===== config.mk =====
export PLATFORM = sky130hd
export DESIGN_NAME = per_irq_gen
export DESIGN_NICKNAME = d
export VERILOG_FILES = /design/src/rtl/pig_pkg.sv /design/src/rtl/pig_tick_counter.sv /design/src/rtl/pig_rate_decode.sv /design/src/rtl/per_irq_gen.sv
export SDC_FILE = /design/constraint.sdc
export NUM_CORES = 1
export LEC_CHECK = 0
export BUFFER_PORTS_ARGS = -buffer_cell sky130_fd_sc_hd__clkbuf_2
export CAP_MARGIN = 20
export CORE_MARGIN = 4
export CORE_UTILIZATION = 61
export CTS_BUF_LIST = sky130_fd_sc_hd__clkbuf_4
export DETAILED_ROUTE_END_ITERATION = 8
export HOLD_SLACK_MARGIN = 0.1
export PLACE_DENSITY = 0.91
export SETUP_SLACK_MARGIN = 0.1
export SLEW_MARGIN = 20
export SYNTH_ARGS = -nofsm -noshare
export SYNTH_HDL_FRONTEND = slang
export SYNTH_SLANG_ARGS = --single-unit

===== constraint.sdc =====
create_clock -name clk -period 3.8 [get_ports clk]
set_input_delay 0.38 -clock clk [delete_from_list [all_inputs] [get_ports clk]]
set_output_delay 0.38 -clock clk [all_outputs]
set_load 0.01 [all_outputs]

===== src/rtl/pig_pkg.sv =====
package pig_pkg;

    typedef enum logic [1:0] {
        ST_OFF  = 2'd0,
        ST_WAIT = 2'd1,
        ST_FIRE = 2'd2
    } pig_state_e;

    // Short codes are remapped upward by this amount (1 -> 8, 2 -> 9).
    localparam int unsigned ALIAS_ADD = 7;
    // Highest code that is remapped.
    localparam int unsigned ALIAS_MAX = 2;

endpackage


===== src/rtl/pig_tick_counter.sv =====
module pig_tick_counter #(
    parameter int unsigned CNT_W = 15
) (
    input  logic             clk,
    input  logic             rst_n,
    input  logic             tick_en,
    output logic [CNT_W-1:0] cnt,
    output logic [CNT_W-1:0] cnt_next
);

    assign cnt_next = cnt + 1'b1;

    always_ff @(posedge clk or negedge rst_n) begin
        if (!rst_n) begin
            cnt <= '0;
        end else if (tick_en) begin
            cnt <= cnt_next;
        end
    end

endmodule


===== src/rtl/pig_rate_decode.sv =====
module pig_rate_decode
    import pig_pkg::*;
#(
    parameter int unsigned CODE_W = 4,
    parameter int unsigned CNT_W  = 15
) (
    input  logic [CODE_W-1:0] code,
    output logic              code_on,
    output logic [CNT_W-1:0]  low_mask
);

    localparam int unsigned K_W = CODE_W + 1;

    logic [K_W-1:0] k_val;
    logic [31:0]    shift_amt;

    assign code_on = (code != '0);

    always_comb begin
        if (code_on && (32'(code) <= ALIAS_MAX)) begin
            k_val = {1'b0, code} + K_W'(ALIAS_ADD);
        end else begin
            k_val = {1'b0, code};
        end
        shift_amt = code_on ? (32'(k_val) - 32'd1) : 32'd0;
    end

    // Bit g of the mask is set when it lies below the period exponent.
    for (genvar g = 0; g < CNT_W; g++) begin : g_mask
        assign low_mask[g] = (32'(g) < shift_amt);
    end

endmodule


===== src/rtl/per_irq_gen.sv =====
module per_irq_gen
    import pig_pkg::*;
#(
    parameter int unsigned CODE_W   = 4,
    parameter int unsigned CNT_W    = 15,
    parameter int unsigned FLAG_W   = 8,
    parameter logic [7:0]  FLAG_VAL = 8'hC0
) (
    input  logic              clk,
    input  logic              rst_n,
    input  logic              tick_en,
    input  logic [CODE_W-1:0] rate_code,
    input  logic              pie_en,
    input  logic              reprog,
    output logic              flag_set,
    output logic [FLAG_W-1:0] flag_mask
);

    logic [CODE_W-1:0] cfg_code;
    logic              cfg_pie;
    logic [CODE_W-1:0] eff_code;
    logic              eff_pie;
    logic              code_on;
    logic              gen_on;
    logic [CNT_W-1:0]  cnt;
    logic [CNT_W-1:0]  cnt_next;
    logic [CNT_W-1:0]  low_mask;
    logic              boundary;
    logic              fire;

    pig_state_e state_q, state_d;

    // Stored configuration, refreshed on every control write.
    always_ff @(posedge clk or negedge rst_n) begin
        if (!rst_n) begin
            cfg_code <= '0;
            cfg_pie  <= 1'b0;
        end else if (reprog) begin
            cfg_code <= rate_code;
            cfg_pie  <= pie_en;
        end
    end

    // A write in this cycle already governs this cycle's tick.
    assign eff_code = reprog ? rate_code : cfg_code;
    assign eff_pie  = reprog ? pie_en    : cfg_pie;

    pig_tick_counter #(
        .CNT_W(CNT_W)
    ) i_cnt (
        .clk     (clk),
        .rst_n   (rst_n),
        .tick_en (tick_en),
        .cnt     (cnt),
        .cnt_next(cnt_next)
    );

    pig_rate_decode #(
        .CODE_W(CODE_W),
        .CNT_W (CNT_W)
    ) i_dec (
        .code    (eff_code),
        .code_on (code_on),
        .low_mask(low_mask)
    );

    assign gen_on   = code_on && eff_pie;
    assign boundary = ((cnt_next & low_mask) == '0);
    assign fire     = tick_en && gen_on && boundary;

    // State register.
    always_ff @(posedge clk or negedge rst_n) begin
        if (!rst_n) begin
            state_q <= ST_OFF;
        end else begin
            state_q <= state_d;
        end
    end

    // Transitions.
    always_comb begin
        state_d = state_q;
        unique case (state_q)
            ST_OFF: begin
                if (fire)        state_d = ST_FIRE;
                else if (gen_on) state_d = ST_WAIT;
            end
            ST_WAIT: begin
                if (fire)         state_d = ST_FIRE;
                else if (!gen_on) state_d = ST_OFF;
            end
            ST_FIRE: begin
                if (fire)        state_d = ST_FIRE;
                else if (gen_on) state_d = ST_WAIT;
                else             state_d = ST_OFF;
            end
            default: state_d = ST_OFF;
        endcase
    end

    // Outputs.
    always_comb begin
        flag_set  = (state_q == ST_FIRE);
        flag_mask = flag_set ? FLAG_W'(FLAG_VAL) : '0;
    end

    // a pulse lasts a single cycle.
    p_single_pulse_r7: assert property (@(posedge clk) disable iff (!rst_n)
        flag_set |=> !flag_set);

    // a pulse always follows an edge that took a tick.
    p_pulse_after_tick_r7: assert property (@(posedge clk) disable iff (!rst_n)
        flag_set |-> $past(tick_en));

    // a pulse sits on a period multiple of the running count.
    p_aligned_r6: assert property (@(posedge clk) disable iff (!rst_n)
        flag_set |-> ((cnt & $past(low_mask)) == '0));

    // writing a cleared enable silences the next cycle.
    p_pie_off_quiet_r3: assert property (@(posedge clk) disable iff (!rst_n)
        (reprog && !pie_en) |=> !flag_set);

    // writing code 0 silences the next cycle.
    p_code0_quiet_r2: assert property (@(posedge clk) disable iff (!rst_n)
        (reprog && (rate_code == '0)) |=> !flag_set);

endmodule


==> metrics, run 1 <==
Worst setup EP type flip-flop; Die Wd 61.01 um; sw power 366.5 uW; R2R depth 12; max incr delay on CP 0.41 ns; top cells by count, synth dfrtp_1, xnor2_1, nand2_1, nor2_1, buf_4; initial DRC count slightly above 70; via count 1,488; Hold Fails Final Rpt 0; Hold Crit Class in -> reg; vias per cell 6.555; drt pass-1 iters 7; postcts setup bufs 0; Distinct cells, synth 53; P_leak 0.0007594 uW; Gate power share 38.6%; CP Class reg -> reg; cell family with most CP delay compound AO/OA/AOI/OAI gates; Hold Path End cfg_pie$_DFF_PN0_; CTS tree done; Worst EP arrival 3.69 ns; clock share of power about 20%; Synth warnings 0; initial antenna violation count 0; CP startpoint kind flip-flop; most frequent cell after synthesis dfrtp_1; Layout Nets 212; maxcap violations 0; Area Growth Syn to Fin 5.985%; slowest cell on the critical path a2111oi_0; Overall Global Routing Usage 22.29%; Die ar. around 3700 um^2; post-synthesis cell count 193; CP cell instances mux2i_2 -> ha_2 -> nor4b_2 -> nor2_1 -> o2bb2ai_1 -> inv_1 -> ha_1 -> inv_1 -> a2111oi_0 -> o221ai_1 -> a311o_1 -> nor4b_2; insertion delay to the later sink of the worst-skew pair ~0.32 ns; Flop pwr share 41.2%; DRT Wirelength 3882 um; Seq cells post-synth 22; DIE HEIGHT 61.01 um; clock slew at reported path FFs between 0.1 and 0.15 ns; first-pass GRT wire length 6154 um; routability cong. 0.8793; outcome finished clean; TritonCTS Sinks 22; Setup-failing EPs final 0; Hold Path Stages 3; post-synth top area cell dfrtp_1; DP HPWL 2831 um; Required @ worst endpoint 4.04 ns; ranking of synthesized cells by area dfrtp_1, xnor2_1, buf_4; H-Tree Depth 1; Overflow after GRT 0; Pwr Density 499.7 nW/um^2; # port buffers 11; internal power 541.3 uW; DR WL/cell 17.10 um; post-synthesis average cell area 8.882 um^2; core area 2567 um^2; max-slew violation count 0; ys flop type dfrtp_1; number of synthesized flops with an enable pin 0; Worst Max-Slew Pin Slew 0.5846 ns; fin crit period 3.453 ns; worst path bufs/invs 2; Worst Path Max Fanout 6; pin count of the biggest net entering global routing 23; antenna viol nets, final 0; Crit Reg-Reg Endpoint state_q[1]$_DFFE_PN0P_; Rel. slew slack 61.03%; Remaining DRCs 0; fmax 289.6 MHz; Reg-to-Reg Start cfg_code[1]$_DFF_PN0_; Async S/R FF share, synth 100.0%; Sw Share 40.37%; number of global-route vias before repair 1,394; Seq/Total Area, Yosys 32.12%; diode count 0; Setup TNS Final 0 ns; Synth top area share 32.12%; Bufs on Longest Clock Path 2; total CTS buffers 3; flop2flop setup slack approximately 0.35 ns; peak supply drop 0.0003458 V; hold path start pie_en; RSZ-0062 raised after global routing false; IO Count 18; fraction of layout cells with a size suffix above 1 15.23%; Root Driver clkbuf_4; final period utilization 90.86%; mapped cell area 1714 um^2; Initial Utilization between 60% and 70%; Rows 18; Power Total 907.8 uW; Clock Skews between 0.01 and 0.015 ns
[what timing repair did]
action / CTS / global route
endpoints found under the setup margin: 0 / 2
hold buffers: 1 / 0
endpoints found under the hold margin: 22 / 0
resized for setup: 0 / 5
[registers in the layout (all words and copies together), names as in the netlist]
name / count
cfg_code: 4
i_cnt.cnt: 15
cfg_pie: 1
state_q: 2
[stage by stage]
step           cell area, um^2  setup slack, ns  utilization (%)  hold slack (ns)  std cells
2_1_floorplan             1733           0.2831                -          0.08441        198
3_3_place_gp              1728           0.2127            67.30           0.3782        222
3_5_place_dp              1728         -0.04237            67.30           0.3951        222
4_1_cts                   1790           0.2407            69.74           0.3529        227
5_1_grt                   1817          0.05739            70.76           0.3639        227
6_report                  1817           0.3473            70.76           0.3587        227
[tightest hold or removal path: cells and delay by family]
family                 cells  cell delay (ns)
buffers and inverters      2             0.16
multiplexers               1             0.11
[worst max-delay path by stage]
stage	start	to	cells past startpoint
6_report	cfg_code[1]$_DFF_PN0_	state_q[1]$_DFFE_PN0P_	12
5_1_grt	cfg_code[1]$_DFF_PN0_	state_q[1]$_DFFE_PN0P_	12
4_1_cts	cfg_code[1]$_DFF_PN0_	state_q[1]$_DFFE_PN0P_	11
3_5_place_dp	reprog	state_q[1]$_DFFE_PN0P_	12
3_3_place_gp	reprog	state_q[1]$_DFFE_PN0P_	12
2_1_floorplan	reprog	state_q[1]$_DFFE_PN0P_	12
[layout make-up]
class / instances / area [um^2]
fillers: 201 / 750.7
repair buffers: 14 / 80.08
flip-flops and latches: 22 / 550.5
inverters: 9 / 33.78
well taps: 30 / 37.54
clock buffers: 3 / 22.52
multi-input cells: 148 / 1062
clock inverters: 1 / 30.03
[kinds of logic after synthesis]
family	count (synthesis)	synth area share [%]
AO/OA/AOI/OAI	36	15.33
XOR/XNOR	25	12.77
adder cells (fa/ha/maj)	5	3.650
AND/OR/NAND/NOR	69	23.07
flip-flops	22	32.12
multiplexers	7	4.307
buffers and inverters	28	8.540
other	1	0.2188
[power groups by stage]
stage / registers [uW] / logic, uW / clock network, uW
global route: 383 / 385 / 203
finish: 374 / 350 / 184
global placement: 368 / 315 / 0
CTS: 371 / 339 / 185
floorplan: 316 / 333 / 0
detailed placement: 375 / 337 / 0
[cells in the final DEF, fill, tap and decap left out, drive strengths merged, types with 3 or more instances in the layout]
| master | netlist | routed |
|---|---|---|
| nor2 | 11 | 11 |
| o21ai | 6 | 6 |
| clkbuf | 5 | 14 |
| nand3 | 9 | 9 |
| and4 | 3 | 3 |
| mux2 | 3 | 3 |
| nor3 | 5 | 5 |
| mux2i | 4 | 4 |
| a21oi | 4 | 4 |
| nor4 | 4 | 4 |
| nand2 | 11 | 11 |
| ha | 5 | 5 |
| nand4 | 7 | 7 |
| xor2 | 7 | 7 |
| or3 | 5 | 5 |
| dfrtp | 22 | 22 |
| conb | 1 | 6 |
| a31oi | 4 | 4 |
| inv | 9 | 9 |
| a211oi | 3 | 3 |
| xnor2 | 18 | 18 |
[routing by layer]
metal / vias to the layer above / global-route usage, % / part of all wire (%)
met4: 0 / 9.907 / 3.7
met3: 22 / 4.193 / 6.0
met5: - / 0 / 0
met1: 696 / 27.40 / 40
li1: 701 / - / -
met2: 69 / 38.02 / 50
No activity file was read; power rests on OpenSTA's default activity.
==> run 2: changes to the inputs <==
- BUFFER_PORTS_ARGS: -buffer_cell sky130_fd_sc_hd__clkbuf_2 -> -buffer_cell sky130_fd_sc_hd__buf_2
==> metrics, run 2 (same netlist as run 1, synthesis figures left out) <==
outcome finished clean; Area Growth Syn to Fin 6.058% (about the same); # port buffers 11 (unchanged); max FFs per register 15 (unchanged); CP Class reg -> reg; Die ar. 3722 um^2 (unchanged); Sw Share 40.76% (+0.39 points); Power Total 915.0 uW (+0.79%); slowest cell on the critical path dfrtp_1; clock slew at reported path FFs 0.14 ns (about the same); Required @ worst endpoint 4.06 ns (+0.02 ns); TritonCTS Sinks 22 (unchanged); max incr delay on CP 0.42 ns (about the same); Worst setup EP type flip-flop; peak supply drop 0.0004406 V (+27%); Pwr Density 503.3 nW/um^2 (+0.72%); pin count of the biggest net entering global routing 23 (unchanged); fraction of layout cells with a size suffix above 1 15.23% (unchanged); DR WL/cell 17.29 um (+1.1%); sw power 373.0 uW (+1.8%); Worst Max-Slew Pin Slew 0.5270 ns (-0.05757 ns); R2R depth 11 (-1); Largest regs i_cnt.cnt x15, cfg_code x4, state_q x2; commonest cells after routing, fill and taps aside dfrtp_1, xnor2_1, nor2_1, nand2_1, buf_2; core area 2567 um^2 (unchanged); Worst EP arrival 3.78 ns (+0.09 ns); max-slew violation count 0 (unchanged); internal power 542.0 uW (+0.13%); antenna viol nets, final 0 (unchanged); CP cell instances mux2i_2 -> inv_1 -> ha_1 -> o22ai_1 -> xnor2_2 -> ha_1 -> inv_1 -> a2111oi_1 -> o221ai_1 -> a311o_1 -> nor4b_2; Root Driver clkbuf_4; Setup-failing EPs final 0 (unchanged); via count 1,508 (+1.3%); Rel. slew slack 64.87% (+3.8 points); Gate power share 38.4% (-0.2 points); vias per cell 6.643 (+1.3%); Hold Crit Class in -> reg; total CTS buffers 3 (unchanged); met3 Usage GRT 4.193% (unchanged); M2 GR Usage 39.69% (+1.7 points); maxcap violations 0 (unchanged); initial antenna violation count 0 (unchanged); Rows 18 (unchanged); Hold Fails Final Rpt 0 (unchanged); Remaining DRCs 0 (unchanged); clock share of power 20.6% (+0.4 points); diode count 0 (unchanged); Initial Utilization 66.76% (unchanged); DIE HEIGHT 61.01 um (unchanged); fin crit period 3.524 ns (+0.07116 ns); flop2flop setup slack 0.28 ns (-0.07 ns); DP HPWL 2876 um (+1.6%); P_leak 0.0007604 uW (+0.13%); Hold Path End cfg_code[3]$_DFF_PN0_; fmax 283.8 MHz (-2.0%); Setup TNS Final 0 ns (unchanged); Bufs on Longest Clock Path 2 (unchanged); Overall Global Routing Usage 22.80% (+0.52 points); most common cell after layout, fill and taps aside dfrtp_1; number of global-route vias before repair 1,483 (+6.4%); H-Tree Depth 1 (unchanged); met1 Usage GRT 25.53% (-1.9 points); GR peak layer met2; Hold Path Stages 2 (-1); IO Count 18 (unchanged); drt pass-1 iters 4 (-3); insertion delay to the later sink of the worst-skew pair 0.34 ns (+0.02 ns); Die Wd 61.01 um (unchanged); Overflow after GRT 0 (unchanged); Reg-to-Reg Start cfg_code[1]$_DFF_PN0_; hold path start rate_code[3]; routability cong. 0.8994 (+2.3%); Worst Path Max Fanout 6 (unchanged); Flop pwr share 41.0% (-0.2 points); CTS tree done; first-pass GRT wire length 6396 um (+3.9%); Crit Reg-Reg Endpoint state_q[1]$_DFFE_PN0P_; Layout Nets 212 (unchanged); DRT Wirelength 3925 um (+1.1%); Worst Hold Slack 0.3440 ns (-0.01468 ns); most flop-heavy register i_cnt.cnt; RSZ-0062 raised after global routing false; final period utilization 92.73% (+1.9 points); Clock Skews 0.01633 ns (+0.004671 ns); initial DRC count 120 (+69%); CP startpoint kind flip-flop
-- run 2: per-layer routing --
layer  part of all wire [%]  wire [um]
met1                     39       1542
met2                     50       1963
met3                    7.1        278
met4                    3.6        140
met5                      0          0
-- run 2: worst max path at each step --
stage	startpoint	end	slack, ns	depth (start not counted)
floorplan	reprog	state_q[1]$_DFFE_PN0P_	0.28	12
global placement	reprog	state_q[1]$_DFFE_PN0P_	0.23	12
detailed placement	reprog	state_q[1]$_DFFE_PN0P_	-0.09	12
CTS	cfg_code[1]$_DFF_PN0_	state_q[1]$_DFFE_PN0P_	0.14	11
global route	cfg_code[1]$_DFF_PN0_	state_q[1]$_DFFE_PN0P_	0.02	11
finish	cfg_code[1]$_DFF_PN0_	state_q[1]$_DFFE_PN0P_	0.28	11
-- run 2: cell type report --
| type | instances | area (um^2) |
|---|---|---|
| multi-input cells | 148 | 1064 |
| fillers | 195 | 749.5 |
| flip-flops and latches | 22 | 550.5 |
| repair buffers | 14 | 80.08 |
| well taps | 30 | 37.54 |
| inverters | 9 | 33.78 |
| clock inverters | 1 | 30.03 |
| clock buffers | 3 | 22.52 |
-- run 2: worst max-delay path: cells and delay by family (launching register included) --
family	cells	cell delay (ns)
AO/OA/AOI/OAI	4	1.35
adder cells (fa/ha/maj)	2	0.65
flip-flops	1	0.42
multiplexers	1	0.31
buffers and inverters	2	0.28
AND/OR/NAND/NOR	1	0.27
XOR/XNOR	1	0.17
-- run 2: power groups by stage --
stage          registers, uW  logic, uW  clock network (uW)
4_1_cts                  371        338                 190
2_1_floorplan            316        333                   0
3_5_place_dp             375        335                   0
5_1_grt                  384        389                 200
6_report                 375        351                 189
3_3_place_gp             369        315                   0
-- run 2: what timing repair did --
action	4_1_cts	5_1_grt
setup buffers	0	0
endpoints found under the hold margin	22	0
hold buffers	1	0
setup endpoints to repair	0	2
gates resized for setup	0	6
-- run 2: metrics by stage --
step	cells	setup slack, ns	cell area (um^2)	util [%]
final	227	0.2761	1818	70.81
after global routing	227	0.02007	1818	70.81
after CTS	227	0.1357	1790	69.74
after detailed placement	222	-0.08570	1728	67.30
after global placement	222	0.2349	1728	67.30
after floorplan	198	0.2831	1733	-
==> run 3: changes to the inputs <==
- clock period: 3.8 -> 4 ns (I/O delays scaled with it)
==> metrics, run 3 (same netlist as run 1, synthesis figures left out) <==
outcome finished clean; sw power 342.7 uW (-8.1%); max-slew violation count 0 (unchanged); Overflow after GRT 0 (unchanged); routability cong. 0.8966 (-0.31%); # placed instances 222 (unchanged); CP Class reg -> reg; fin crit period 3.684 ns (+0.1601 ns); Flop pwr share 45.1% (+4.1 points); max FFs per register 15 (unchanged); initial antenna violation count 0 (unchanged); most common cell after layout, fill and taps aside dfrtp_1; fraction of layout cells with a size suffix above 1 13.78% (-1.5 points); RSZ-0062 raised after global routing false; DIE HEIGHT 61.01 um (unchanged); fmax 271.4 MHz (-4.3%); antenna viol nets, final 0 (unchanged); post-route insts no fill 226 (-0.44%); vias per cell 6.611 (-0.49%); Largest regs i_cnt.cnt x15, cfg_code x4, state_q x2; # port buffers 11 (unchanged); Worst Max-Slew Pin Slew 0.6109 ns (+0.08390 ns); via count 1,494 (-0.93%); Bufs on Longest Clock Path 2 (unchanged); clock slew at reported path FFs 0.12 ns (-0.02 ns); most flop-heavy register i_cnt.cnt; Area Growth Syn to Fin 3.796%; internal power 448.1 uW (-17%); Sw Share 43.34% (+2.6 points); Die ar. 3722 um^2 (unchanged); Overall Global Routing Usage 22.70% (-0.097 points); total CTS buffers 3 (unchanged); pin count of the biggest net entering global routing 23 (unchanged); TritonCTS Sinks 22 (unchanged); diode count 0 (unchanged); P_leak 0.0007473 uW (-1.7%); Worst setup EP type flip-flop; IO Count 18 (unchanged); Remaining DRCs 0 (unchanged); Worst EP arrival 3.92 ns (+0.14 ns); initial DRC count 80 (-33%); Setup TNS Final 0 ns (unchanged); peak supply drop 0.0004015 V (-8.9%); Worst Path Max Fanout 6 (unchanged); CP startpoint kind flip-flop; maxcap violations 0 (unchanged); DR WL/cell 16.69 um (-3.4%); H-Tree Depth 1 (unchanged); Pwr Density 444.5 nW/um^2 (-12%); Rel. slew slack 58.90% (-6.0 points); core area 2567 um^2 (unchanged); Initial Utilization 66.76% (unchanged); Setup-failing EPs final 0 (unchanged); CTS tree done; Gate power share 41.9% (+3.5 points); Rows 18 (unchanged); Layout Nets 212 (unchanged); drt pass-1 iters 4 (unchanged); clock share of power 13.1% (-7.5 points); Hold Fails Final Rpt 0 (unchanged); insertion delay to the later sink of the worst-skew pair 0.32 ns (-0.02 ns); Required @ worst endpoint 4.23 ns (+0.17 ns); DP HPWL 2805 um (-2.5%); Core Util, Final 69.30% (-1.5 points); Root Driver clkbuf_4; first-pass GRT wire length 6354 um (-0.66%); flop2flop setup slack 0.32 ns (+0.04 ns); Hold Crit Class in -> reg; commonest cells after routing, fill and taps aside dfrtp_1, xnor2_1, nor2_1, nand2_1, buf_2; layout filler cell count 198 (+1.5%); final period utilization 92.10% (-0.63 points); Clock Skews 0.005530 ns (-0.01080 ns); Die Wd 61.01 um (unchanged); number of global-route vias before repair 1,457 (-1.8%); DRT Wirelength 3773 um (-3.9%)
run 3: critical path: stages (launching register included):
cell	delay, ns
dfrtp_1	0.37
mux2i_1	0.10
ha_1	0.27
nor4_1	0.48
o22ai_1	0.28
xnor2_2	0.24
ha_1	0.40
inv_1	0.13
a2111oi_1	0.46
o221ai_1	0.22
a311o_1	0.39
nor4b_2	0.25
run 3: path summary, 6_finish.rpt:
kind / endpoint / depth (start not counted) / start
max: state_q[1]$_DFFE_PN0P_ / 11 / cfg_code[0]$_DFF_PN0_
min in group asynchronous: cfg_pie$_DFF_PN0_ / 2 / rst_n
max reg2reg: state_q[1]$_DFFE_PN0P_ / 11 / cfg_code[0]$_DFF_PN0_
min: cfg_pie$_DFF_PN0_ / 3 / pie_en
max in group asynchronous: i_cnt.cnt[11]$_DFFE_PN0P_ / 2 / rst_n
min reg2reg: i_cnt.cnt[8]$_DFFE_PN0P_ / 1 / i_cnt.cnt[8]$_DFFE_PN0P_
run 3: layout make-up:
type | instances | area, um^2 | area share [%]
clock buffers | 3 | 22.52 | 1.266
flip-flops and latches | 22 | 550.5 | 30.94
inverters | 9 | 33.78 | 1.899
repair buffers | 14 | 80.08 | 4.501
multi-input cells | 148 | 1055 | 59.28
well taps | 30 | 37.54 | 2.110
run 3: routing by layer:
| metal | track usage [%] | up-vias | share of wire [%] |
|---|---|---|---|
| met5 | 0 | - | 0 |
| met4 | 13.00 | 0 | 4.1 |
| met3 | 5.241 | 22 | 6.5 |
| met2 | 37.25 | 68 | 49 |
| met1 | 27.33 | 709 | 41 |
| li1 | - | 695 | - |
run 3: metrics by stage:
step	hold WS [ns]	setup WS, ns	instance area [um^2]	total power (uW)
floorplan	0.1044	0.4631	1733	616.2
global placement	0.3807	0.4170	1728	649.5
detailed placement	0.3900	-0.03683	1728	675.7
CTS	0.3670	0.2526	1760	778.0
global route	0.3958	0.1439	1779	845.5
finish	0.3800	0.3160	1779	790.8
run 3: power by group through the flow:
stage          Combinational, uW  Sequential, uW  Clock, uW
3_3_place_gp                 300             350          0
3_5_place_dp                 319             357          0
6_report                     331             356        103
4_1_cts                      321             353        104
2_1_floorplan                316             300          0
5_1_grt                      365             366        114
run 3: repair_timing:
item / 4_1_cts / 5_1_grt
hold buffers: 1 / 0
hold endpoints to repair: 22 / 0
setup endpoints to repair: 0 / 2
gates resized for setup: 0 / 4
buffers inserted: 0 / 0
